`src/rtl/crc16_seq_pkg.sv`:
```
package crc16_seq_pkg;
  typedef enum logic [1:0] {
    KIND_CMD  = 2'd0,
    KIND_ALO  = 2'd1,
    KIND_AHI  = 2'd2,
    KIND_DATA = 2'd3
  } byte_kind_t;

  typedef enum logic [1:0] {
    ST_IDLE    = 2'd0,
    ST_ACC     = 2'd1,
    ST_SEND_LO = 2'd2,
    ST_SEND_HI = 2'd3
  } seq_state_t;

  localparam int unsigned CRC_W   = 16;
  localparam int unsigned BYTE_W  = 8;
  localparam logic [CRC_W-1:0] CRC_TAPS = 16'hA001;
endpackage

```
`src/rtl/crc16_byte_step.sv`:
```
module crc16_byte_step #(
  parameter int unsigned W      = 16,
  parameter int unsigned DW     = 8,
  parameter logic [W-1:0] TAPS  = 16'hA001
) (
  input  logic [W-1:0]  crc_in,
  input  logic [DW-1:0] data_in,
  output logic [W-1:0]  crc_out
);
  logic [W-1:0] stage [0:DW];

  assign stage[0] = crc_in;

  // One reflected shift per data bit, least significant bit first.
  for (genvar i = 0; i < DW; i++) begin : g_bit
    assign stage[i+1] = (stage[i] >> 1) ^
                        ((stage[i][0] ^ data_in[i]) ? TAPS : {W{1'b0}});
  end

  assign crc_out = stage[DW];
endmodule

```
`src/rtl/crc16_end_detect.sv`:
```
module crc16_end_detect #(
  parameter int unsigned ADDR_W    = 16,
  parameter int unsigned PAGE_BITS = 3,
  parameter logic [ADDR_W-1:0] MEM_LAST = 16'h07FF
) (
  input  logic [ADDR_W-1:0] addr,
  output logic              page_end,
  output logic              mem_end
);
  localparam logic [PAGE_BITS-1:0] PAGE_TOP = {PAGE_BITS{1'b1}};

  assign page_end = (addr[PAGE_BITS-1:0] == PAGE_TOP);
  assign mem_end  = (addr == MEM_LAST);
endmodule

```
`src/rtl/crc16_tx_sel.sv`:
```
module crc16_tx_sel
  import crc16_seq_pkg::*;
#(
  parameter int unsigned W = 16
) (
  input  seq_state_t     state,
  input  logic [W-1:0]   crc,
  output logic           req,
  output logic [7:0]     tx_byte
);
  always_comb begin
    req     = 1'b0;
    tx_byte = 8'h00;
    case (state)
      ST_SEND_LO: begin
        req     = 1'b1;
        tx_byte = ~crc[7:0];
      end
      ST_SEND_HI: begin
        req     = 1'b1;
        tx_byte = ~crc[15:8];
      end
      default: begin
        req     = 1'b0;
        tx_byte = 8'h00;
      end
    endcase
  end
endmodule

```
`src/rtl/crc16_read_seq.sv`:
```
module crc16_read_seq
  import crc16_seq_pkg::*;
#(
  parameter int unsigned ADDR_W    = 16,
  parameter int unsigned PAGE_BITS = 3,
  parameter logic [ADDR_W-1:0] MEM_LAST = 16'h07FF
) (
  input  logic              clk,
  input  logic              rst_n,
  input  logic              mode_paged,
  input  logic              byte_vld,
  input  logic [1:0]        byte_kind,
  input  logic [7:0]        byte_val,
  input  logic [ADDR_W-1:0] cur_addr,
  output logic              crc_req,
  output logic [7:0]        crc_byte
);
  // Reset: asynchronous assert, synchronous release.
  logic rst_meta_q, rst_sync_n;
  always_ff @(posedge clk or negedge rst_n) begin
    if (!rst_n) begin
      rst_meta_q <= 1'b0;
      rst_sync_n <= 1'b0;
    end else begin
      rst_meta_q <= 1'b1;
      rst_sync_n <= rst_meta_q;
    end
  end

  seq_state_t        state_q, state_d;
  logic [CRC_W-1:0]  crc_q, crc_d;
  logic              paged_q, paged_d;
  logic              last_q, last_d;
  logic              ctl_en;

  byte_kind_t        kind;
  logic [CRC_W-1:0]  seed, stepped;
  logic              page_end, mem_end;

  assign kind = byte_kind_t'(byte_kind);
  assign seed = (kind == KIND_CMD) ? {CRC_W{1'b0}} : crc_q;

  crc16_byte_step #(.W(CRC_W), .DW(BYTE_W), .TAPS(CRC_TAPS)) u_step (
    .crc_in  (seed),
    .data_in (byte_val),
    .crc_out (stepped)
  );

  crc16_end_detect #(.ADDR_W(ADDR_W), .PAGE_BITS(PAGE_BITS), .MEM_LAST(MEM_LAST)) u_end (
    .addr     (cur_addr),
    .page_end (page_end),
    .mem_end  (mem_end)
  );

  // Next-state logic
  always_comb begin
    state_d = state_q;
    crc_d   = crc_q;
    paged_d = paged_q;
    last_d  = last_q;
    if (byte_vld) begin
      case (state_q)
        ST_IDLE: begin
          if (kind == KIND_CMD) begin
            crc_d   = stepped;
            paged_d = mode_paged;
            last_d  = 1'b0;
            state_d = ST_ACC;
          end
        end
        ST_ACC: begin
          case (kind)
            KIND_CMD: begin
              crc_d   = stepped;
              paged_d = mode_paged;
              last_d  = 1'b0;
            end
            KIND_ALO, KIND_AHI: crc_d = stepped;
            default: begin
              crc_d = stepped;
              if (mem_end) begin
                last_d  = 1'b1;
                state_d = ST_SEND_LO;
              end else if (paged_q && page_end) begin
                state_d = ST_SEND_LO;
              end
            end
          endcase
        end
        ST_SEND_LO: state_d = ST_SEND_HI;
        default: begin
          crc_d   = {CRC_W{1'b0}};
          state_d = last_q ? ST_IDLE : ST_ACC;
        end
      endcase
    end
  end

  assign ctl_en = byte_vld;

  // Registers
  always_ff @(posedge clk or negedge rst_sync_n) begin
    if (!rst_sync_n) begin
      state_q <= ST_IDLE;
      crc_q   <= {CRC_W{1'b0}};
      paged_q <= 1'b0;
      last_q  <= 1'b0;
    end else if (ctl_en) begin
      state_q <= state_d;
      crc_q   <= crc_d;
      paged_q <= paged_d;
      last_q  <= last_d;
    end
  end

  crc16_tx_sel #(.W(CRC_W)) u_tx (
    .state   (state_q),
    .crc     (crc_q),
    .req     (crc_req),
    .tx_byte (crc_byte)
  );
endmodule

```
`config.mk`:
```
export PLATFORM = sky130hd
export DESIGN_NAME = crc16_read_seq
export DESIGN_NICKNAME = d
export VERILOG_FILES = /design/src/rtl/crc16_seq_pkg.sv /design/src/rtl/crc16_byte_step.sv /design/src/rtl/crc16_end_detect.sv /design/src/rtl/crc16_tx_sel.sv /design/src/rtl/crc16_read_seq.sv
export SDC_FILE = /design/constraint.sdc
export NUM_CORES = 1
export LEC_CHECK = 0
export ABC_AREA = 0
export BUFFER_PORTS_ARGS = -buffer_cell sky130_fd_sc_hd__buf_2
export CORE_MARGIN = 4
export CORE_UTILIZATION = 55
export DETAILED_ROUTE_END_ITERATION = 16
export PLACE_DENSITY = 0.82
export REMOVE_ABC_BUFFERS = 1
export SLEW_MARGIN = 20
export SYNTH_ARGS = -nofsm -noshare
export SYNTH_HDL_FRONTEND = slang
export SYNTH_SLANG_ARGS = --single-unit
```
`constraint.sdc`:
```
create_clock -name clk -period 3 [get_ports clk]
set_input_delay 0.75 -clock clk [delete_from_list [all_inputs] [get_ports clk]]
set_output_delay 0.75 -clock clk [all_outputs]
set_load 0.02 [all_outputs]
```
* Word-level counts from Yosys, hierarchy flattened
Cells that the tools add are included.
** Word-level totals
- Register bits :: 22
- Bits in latches :: 0
- Memory bits (writable) :: 0
- Bits in read-only memories :: 0
- Bits of input ports :: 30
- Output and inout port bits :: 9
- Logic and storage cells :: 72
- Memories :: 0
** Cells by class
- $add $sub $neg :: 0
- Multiply operators :: 0
- Div/mod/pow operators :: 0
- Magnitude comparators :: 0
- Eq/ne operators :: 12
- Shifts and indexed selects :: 0
- Muxes and demuxes :: 23
- Bitwise operators :: 19
- Reductions and logical operators :: 12
** Operators with widths (number)
- $mux W16 :: 10
- $xor A15 B16 Y16 :: 8
- $pmux W16 S3 :: 1
- $eq A16 B11 Y1 const B :: 1
- $not A8 Y8 :: 2
- $pmux W8 S2 :: 1
- $mux W2 :: 4
- $xor A1 B1 Y1 :: 8
- $eq A2 B2 Y1 const B :: 3
- $ne A2 B2 Y1 const B :: 3
- $ne A3 B3 Y1 const B :: 2
- $pmux W2 S3 :: 1
- $reduce_and A3 Y1 :: 2
- $reduce_or A2 Y1 :: 3
- $reduce_and A5 Y1 :: 1
- $eq A2 B1 Y1 const B :: 2
- $logic_not A2 Y1 :: 2
- $mux W1 :: 4
- $pmux W1 S2 :: 2
- $reduce_and A4 Y1 :: 1
- $eq A3 B3 Y1 const B :: 1
- $reduce_or A3 Y1 :: 1
- $reduce_bool A2 Y1 :: 1
- $logic_and A1 B1 Y1 :: 1
- $not A1 Y1 :: 1

* Longest topological paths before layout
- Word-level depth :: 28
- Mapped depth :: 9
- Depth with buffers taken out :: 7

* Cells and area by module
From an unflattened synthesis, not the netlist that was laid out.
** Second synthesis, totals
- Cells, all modules :: 173
- Area total of the unflattened synthesis :: 1676.6 µm²
** By module, submodules not included
- crc16_read_seq :: instances 1, cells each 121, area each 1171.1 µm², sequential area each 550.5 µm²
- crc16_byte_step :: instances 1, cells each 27, area each 307.8 µm², sequential area each 0.0 µm²
- crc16_tx_sel :: instances 1, cells each 18, area each 145.1 µm², sequential area each 0.0 µm²
- crc16_end_detect :: instances 1, cells each 7, area each 52.6 µm², sequential area each 0.0 µm²

* Least setup slack after synthesis
Ideal clock, no wire load.
- Path kind :: input to register
- Start point :: in byte_kind[0]
- End point :: reg crc_q[0]
- Library setup time :: 0.121 ns
- Arrival time :: 2.326 ns
- Required time :: 2.879 ns
- Path slack :: 0.553 ns
- Cell stages on the path :: 7
- Path buffers :: 0
- Cells stage by stage :: inv_1 -> ha_1 -> nor2_1 -> xnor2_1 -> xor3_2 -> xnor3_1 -> a22o_1
** On the way
- Cells in the longest elaborated chain, start to end :: 28
- Elaborated cells between the ends (all ways) :: 30
- Classes of those cells :: eq/ne: 1; mux: 11; bitwise: 16; reduce/logical: 2
** RTL lines
- start, declared :: RTL line crc16_read_seq.sv:12 : input logic [1:0] byte_kind,
- $logic_not A2 Y1 (*) :: RTL line crc16_read_seq.sv:41, crc16_read_seq.sv:64
- $mux W16 :: RTL line crc16_read_seq.sv:41 : assign seed = (kind == KIND_CMD) ? {CRC_W{1'b0}} : crc_q;
- $xor A1 B1 Y1 :: RTL line crc16_byte_step.sv:17 : ((stage[i][0] ^ data_in[i]) ? TAPS : {W{1'b0}});
- $mux W16 :: RTL line crc16_byte_step.sv:17
- $xor A15 B16 Y16 :: RTL line crc16_byte_step.sv:16 : assign stage[i+1] = (stage[i] >> 1) ^
- $xor A1 B1 Y1 :: RTL line crc16_byte_step.sv:17
- $mux W16 :: RTL line crc16_byte_step.sv:17
- $xor A15 B16 Y16 :: RTL line crc16_byte_step.sv:16
- [... 12 more ...]
- $xor A1 B1 Y1 :: RTL line crc16_byte_step.sv:17
- $mux W16 :: RTL line crc16_byte_step.sv:17
- $xor A15 B16 Y16 :: RTL line crc16_byte_step.sv:16
- $xor A1 B1 Y1 :: RTL line crc16_byte_step.sv:17
- $mux W16 :: RTL line crc16_byte_step.sv:17
- $xor A15 B16 Y16 :: RTL line crc16_byte_step.sv:16
- $mux W16 :: RTL line crc16_read_seq.sv:64 : if (kind == KIND_CMD) begin
- $pmux W16 S3 :: RTL line crc16_read_seq.sv:62 : case (state_q)
- end signal, assigned :: RTL line crc16_read_seq.sv:105 : crc_q <= {CRC_W{1'b0}};
- end signal, assigned :: RTL line crc16_read_seq.sv:110 : crc_q <= crc_d;
- end, declared :: RTL line crc16_read_seq.sv:31 : logic [CRC_W-1:0] crc_q, crc_d;
Mark *: on every way between the ends. The rest lies on a longest branch, timed or not. The select of a mux whose other input is x is not followed.
A chain may end at the register's enable or synchronous reset.

* Worst setup path after layout
Ends and elaborated chain as after synthesis.

==> results.md <==
- Fmax achieved: 416 MHz
- Mean Syn Cell Area: 9.95 µm²
- Wl on met1: 1340 µm
- Vias/cell: 5.54
- Worst skew pair latency: 310 ps
- Worst Path Required: 3200 ps
- Worst r2r dst: crc_q[0]
- WL final: 3150 µm
- Post-route cell area: 1640 µm²
- Ratio of cells with drive above 1 in the final layout: 29.4%
- Final worst-path cycle share: 80.2%
- Worst r2r src: crc_q[5]
- Gr usage total: 20.5%
- Crit start category: input pin
- Dpl hpwl: 2410 µm
- Diode count: 0
- Setup CP Type: input pin to flip-flop
- Rows: 18
- Resized cells post-CTS: 0
- I/O Pins: 39
- Aggregate global routing overflow: 0
- Die width: 58.5 µm
- RSZ-0062 raised after global routing: false
- # DRC: 0
- Die Area: 3420 µm²
- Switching share of power: 43.9%
- Post-synthesis sequential area ratio: 39.3%
- WL met3: 119 µm
- Critical path fanouts, max: 9
- Avg WL per Cell: 15.0 µm
- End-of-flow core utilization: 66.9%
- Area Overhead vs Synth: 17.1%
- Max Slew Vio Count: 0
- Largest net degree at the start of global routing: 21
- Drt pass-1 iters: 4
- Minimum clock period: 2410 ps
- Arr. time, crit path: 2610 ps
- Count leader, synth: dfrtp_1
- Total number of vias: 1163
- Initial antenna violation count: 0
- YS warnings: 0
- Synth area leader: dfrtp_1
- Sequential Power Share: 29.6%
- Status: complete, no violations
- Worst VDD drop: 0.709 mV
- Mapped Area: 1400 µm²
- # hold bufs at CTS: 0
- Comb power frac: 60.3%
- Vias in the first global route: 1195
- CTS H-Tree Depth: 1
- Core Box Area: 2450 µm²
- Synth top area share: 39.3%
- Final Wtd Congestion: 0.882
- Synth Area in Simple Gates: 12.1%
- Hold Vio Cnt, Final: 0
- Total CTS buffers: 3
- Tightest Pin Transition: 808 ps
- Primary FF master, synth: dfrtp_1
- Yosys cell types: 33
- Main combinational cell family by area after synthesis: XOR/XNOR gates
- Slew HR: 46.1%
- FF-to-FF path depth: 6
- Reg2Reg Setup Slack: 880 ps
- Leakage: 0.790 nW
- CTS Buffer Depth: 2
- Final ANT Viol Nets: 0
- Post-CTS Setup Bufs: 0
- Synth top area cells: dfrtp_1 39%, xnor2_1 12%, ha_1 5.4%
- Async SR Flop Fraction: 100%
- CTS clk-pin slew, worst paths: 120 ps
- Chip height: 58.5 µm
- Placed Area: 1610 µm²
- Mux contribution to synthesized area: 3.21%
- Post-synth EDFFs: 0
- CP Capture Type: flip-flop
- Area fraction in compound gates after synthesis: 15.2%
- Uppermost routed layer: met4
- TritonCTS clock tree: yes
- Routed wl met2: 1660 µm
- Number of port buffers: 38
- Clk sinks: 22
- Final setup TNS: 0 ps
- Synth Register Bits: 22
- Power share of the clock group: 10.1%
- Max-Cap Viols: 0
- Fin nets: 217
- Worst min path class: input pin to asynchronous set/reset pin
- Post-Synth XOR/XNOR Area: 20.2%
- Initial Utilization: 57.1%
- Clk root buf: clkbuf_4
- First-pass GRT wire length: 5400 µm
- Initial DRC count: 35
- P_sw: 0.000718 W
- Top cells by count, synth: 22 x dfrtp_1, 20 x xnor2_1, 12 x nand2_1, 12 x o21ai_0, 10 x nor2_1
- Setup Skew: 8.64 ps
- Power per cell area: 996 nW/µm²
- Count of final setup violators: 0
- Post-Syn Instances: 141
- Internal: 0.000918 W
- Adder-Cell Fraction of Synth Area: 5.35%
layer usage:
metal	vias to the layer above	track usage (%)
li1	564	-
met1	571	25.6
met2	24	36.4
met3	4	3.73
met4	0	4.97
met5	-	0
worst max-delay path, stage by stage:
cell and delay (ps):
buf_2 110, inv_1 50, ha_1 300, nor2_1 100, xnor2_1 200, xor3_2 510
xnor3_1 390, a22o_1 190
stage by stage:
| step | worst slack, ps | std cells | total power (W) | hold slack (ps) |
|---|---|---|---|---|
| floorplan | 438 | 137 | 0.00120 | 253 |
| global placement | 379 | 206 | 0.00143 | 342 |
| detailed placement | 289 | 206 | 0.00147 | 336 |
| CTS | 617 | 210 | 0.00164 | 198 |
| global route | 477 | 210 | 0.00176 | 177 |
| finish | 595 | 210 | 0.00164 | 203 |
power groups by stage:
stage | registers, W | clock network, W | logic (W)
4_1_cts | 0.000483 | 0.000167 | 0.000987
2_1_floorplan | 0.000463 | 0 | 0.000741
3_3_place_gp | 0.000482 | 0 | 0.000946
3_5_place_dp | 0.000489 | 0 | 0.000978
5_1_grt | 0.000502 | 0.000182 | 0.00107
6_report | 0.000485 | 0.000165 | 0.000986
area by class of cell:
class	count	area, µm²
Timing Repair Buffer	39	198
Multi-Input combinational cell	107	791
Inverter	8	30.0
Tap cell	30	37.5
Clock buffer	4	36.3
Sequential cell	22	551
Fill cell	208	812
flip-flops by register name (all words and copies together), names as in the netlist:
signal and flops:
crc_q 16, state_q 2, rst_sync_n 1, paged_q 1, rst_meta_q 1, last_q 1
how the worst max path moves through the flow:
stage,to,cells after the start,slack [ps],startpoint
after floorplan,crc_q[0],7,440,byte_kind[0]
after global placement,crc_q[0],8,380,byte_kind[0]
after detailed placement,crc_q[0],8,290,byte_kind[0]
after CTS,crc_byte[6],4,620,state_q[0]
after global routing,crc_byte[6],4,480,state_q[0]
final,crc_q[0],8,590,byte_kind[0]
layout by cell type (no fill, tap or decap), types with 2 or more instances in the layout:
cell type and count:
a22o_1 5, a22o_2 2, buf_2 38, clkbuf_4 3, dfrtp_1 22, ha_1 6, inv_1 7, mux2_2 4
nand2_1 12, nand2b_1 3, nand3_1 2, nand4_1 2, nor2_1 10, o21ai_0 12, o22ai_1 8, xnor2_1 20
xor2_1 7
kinds of logic (layout without fill, tap and decap cells):
group | after synthesis | after routing
mux | 4 | 4
flops | 22 | 22
other cells | 1 | 1
xor+xnor | 29 | 29
fa+ha+maj | 6 | 6
simple gates | 35 | 35
compound gates | 32 | 32
buf+inv | 12 | 51
Power figures use the tool's default switching activity.
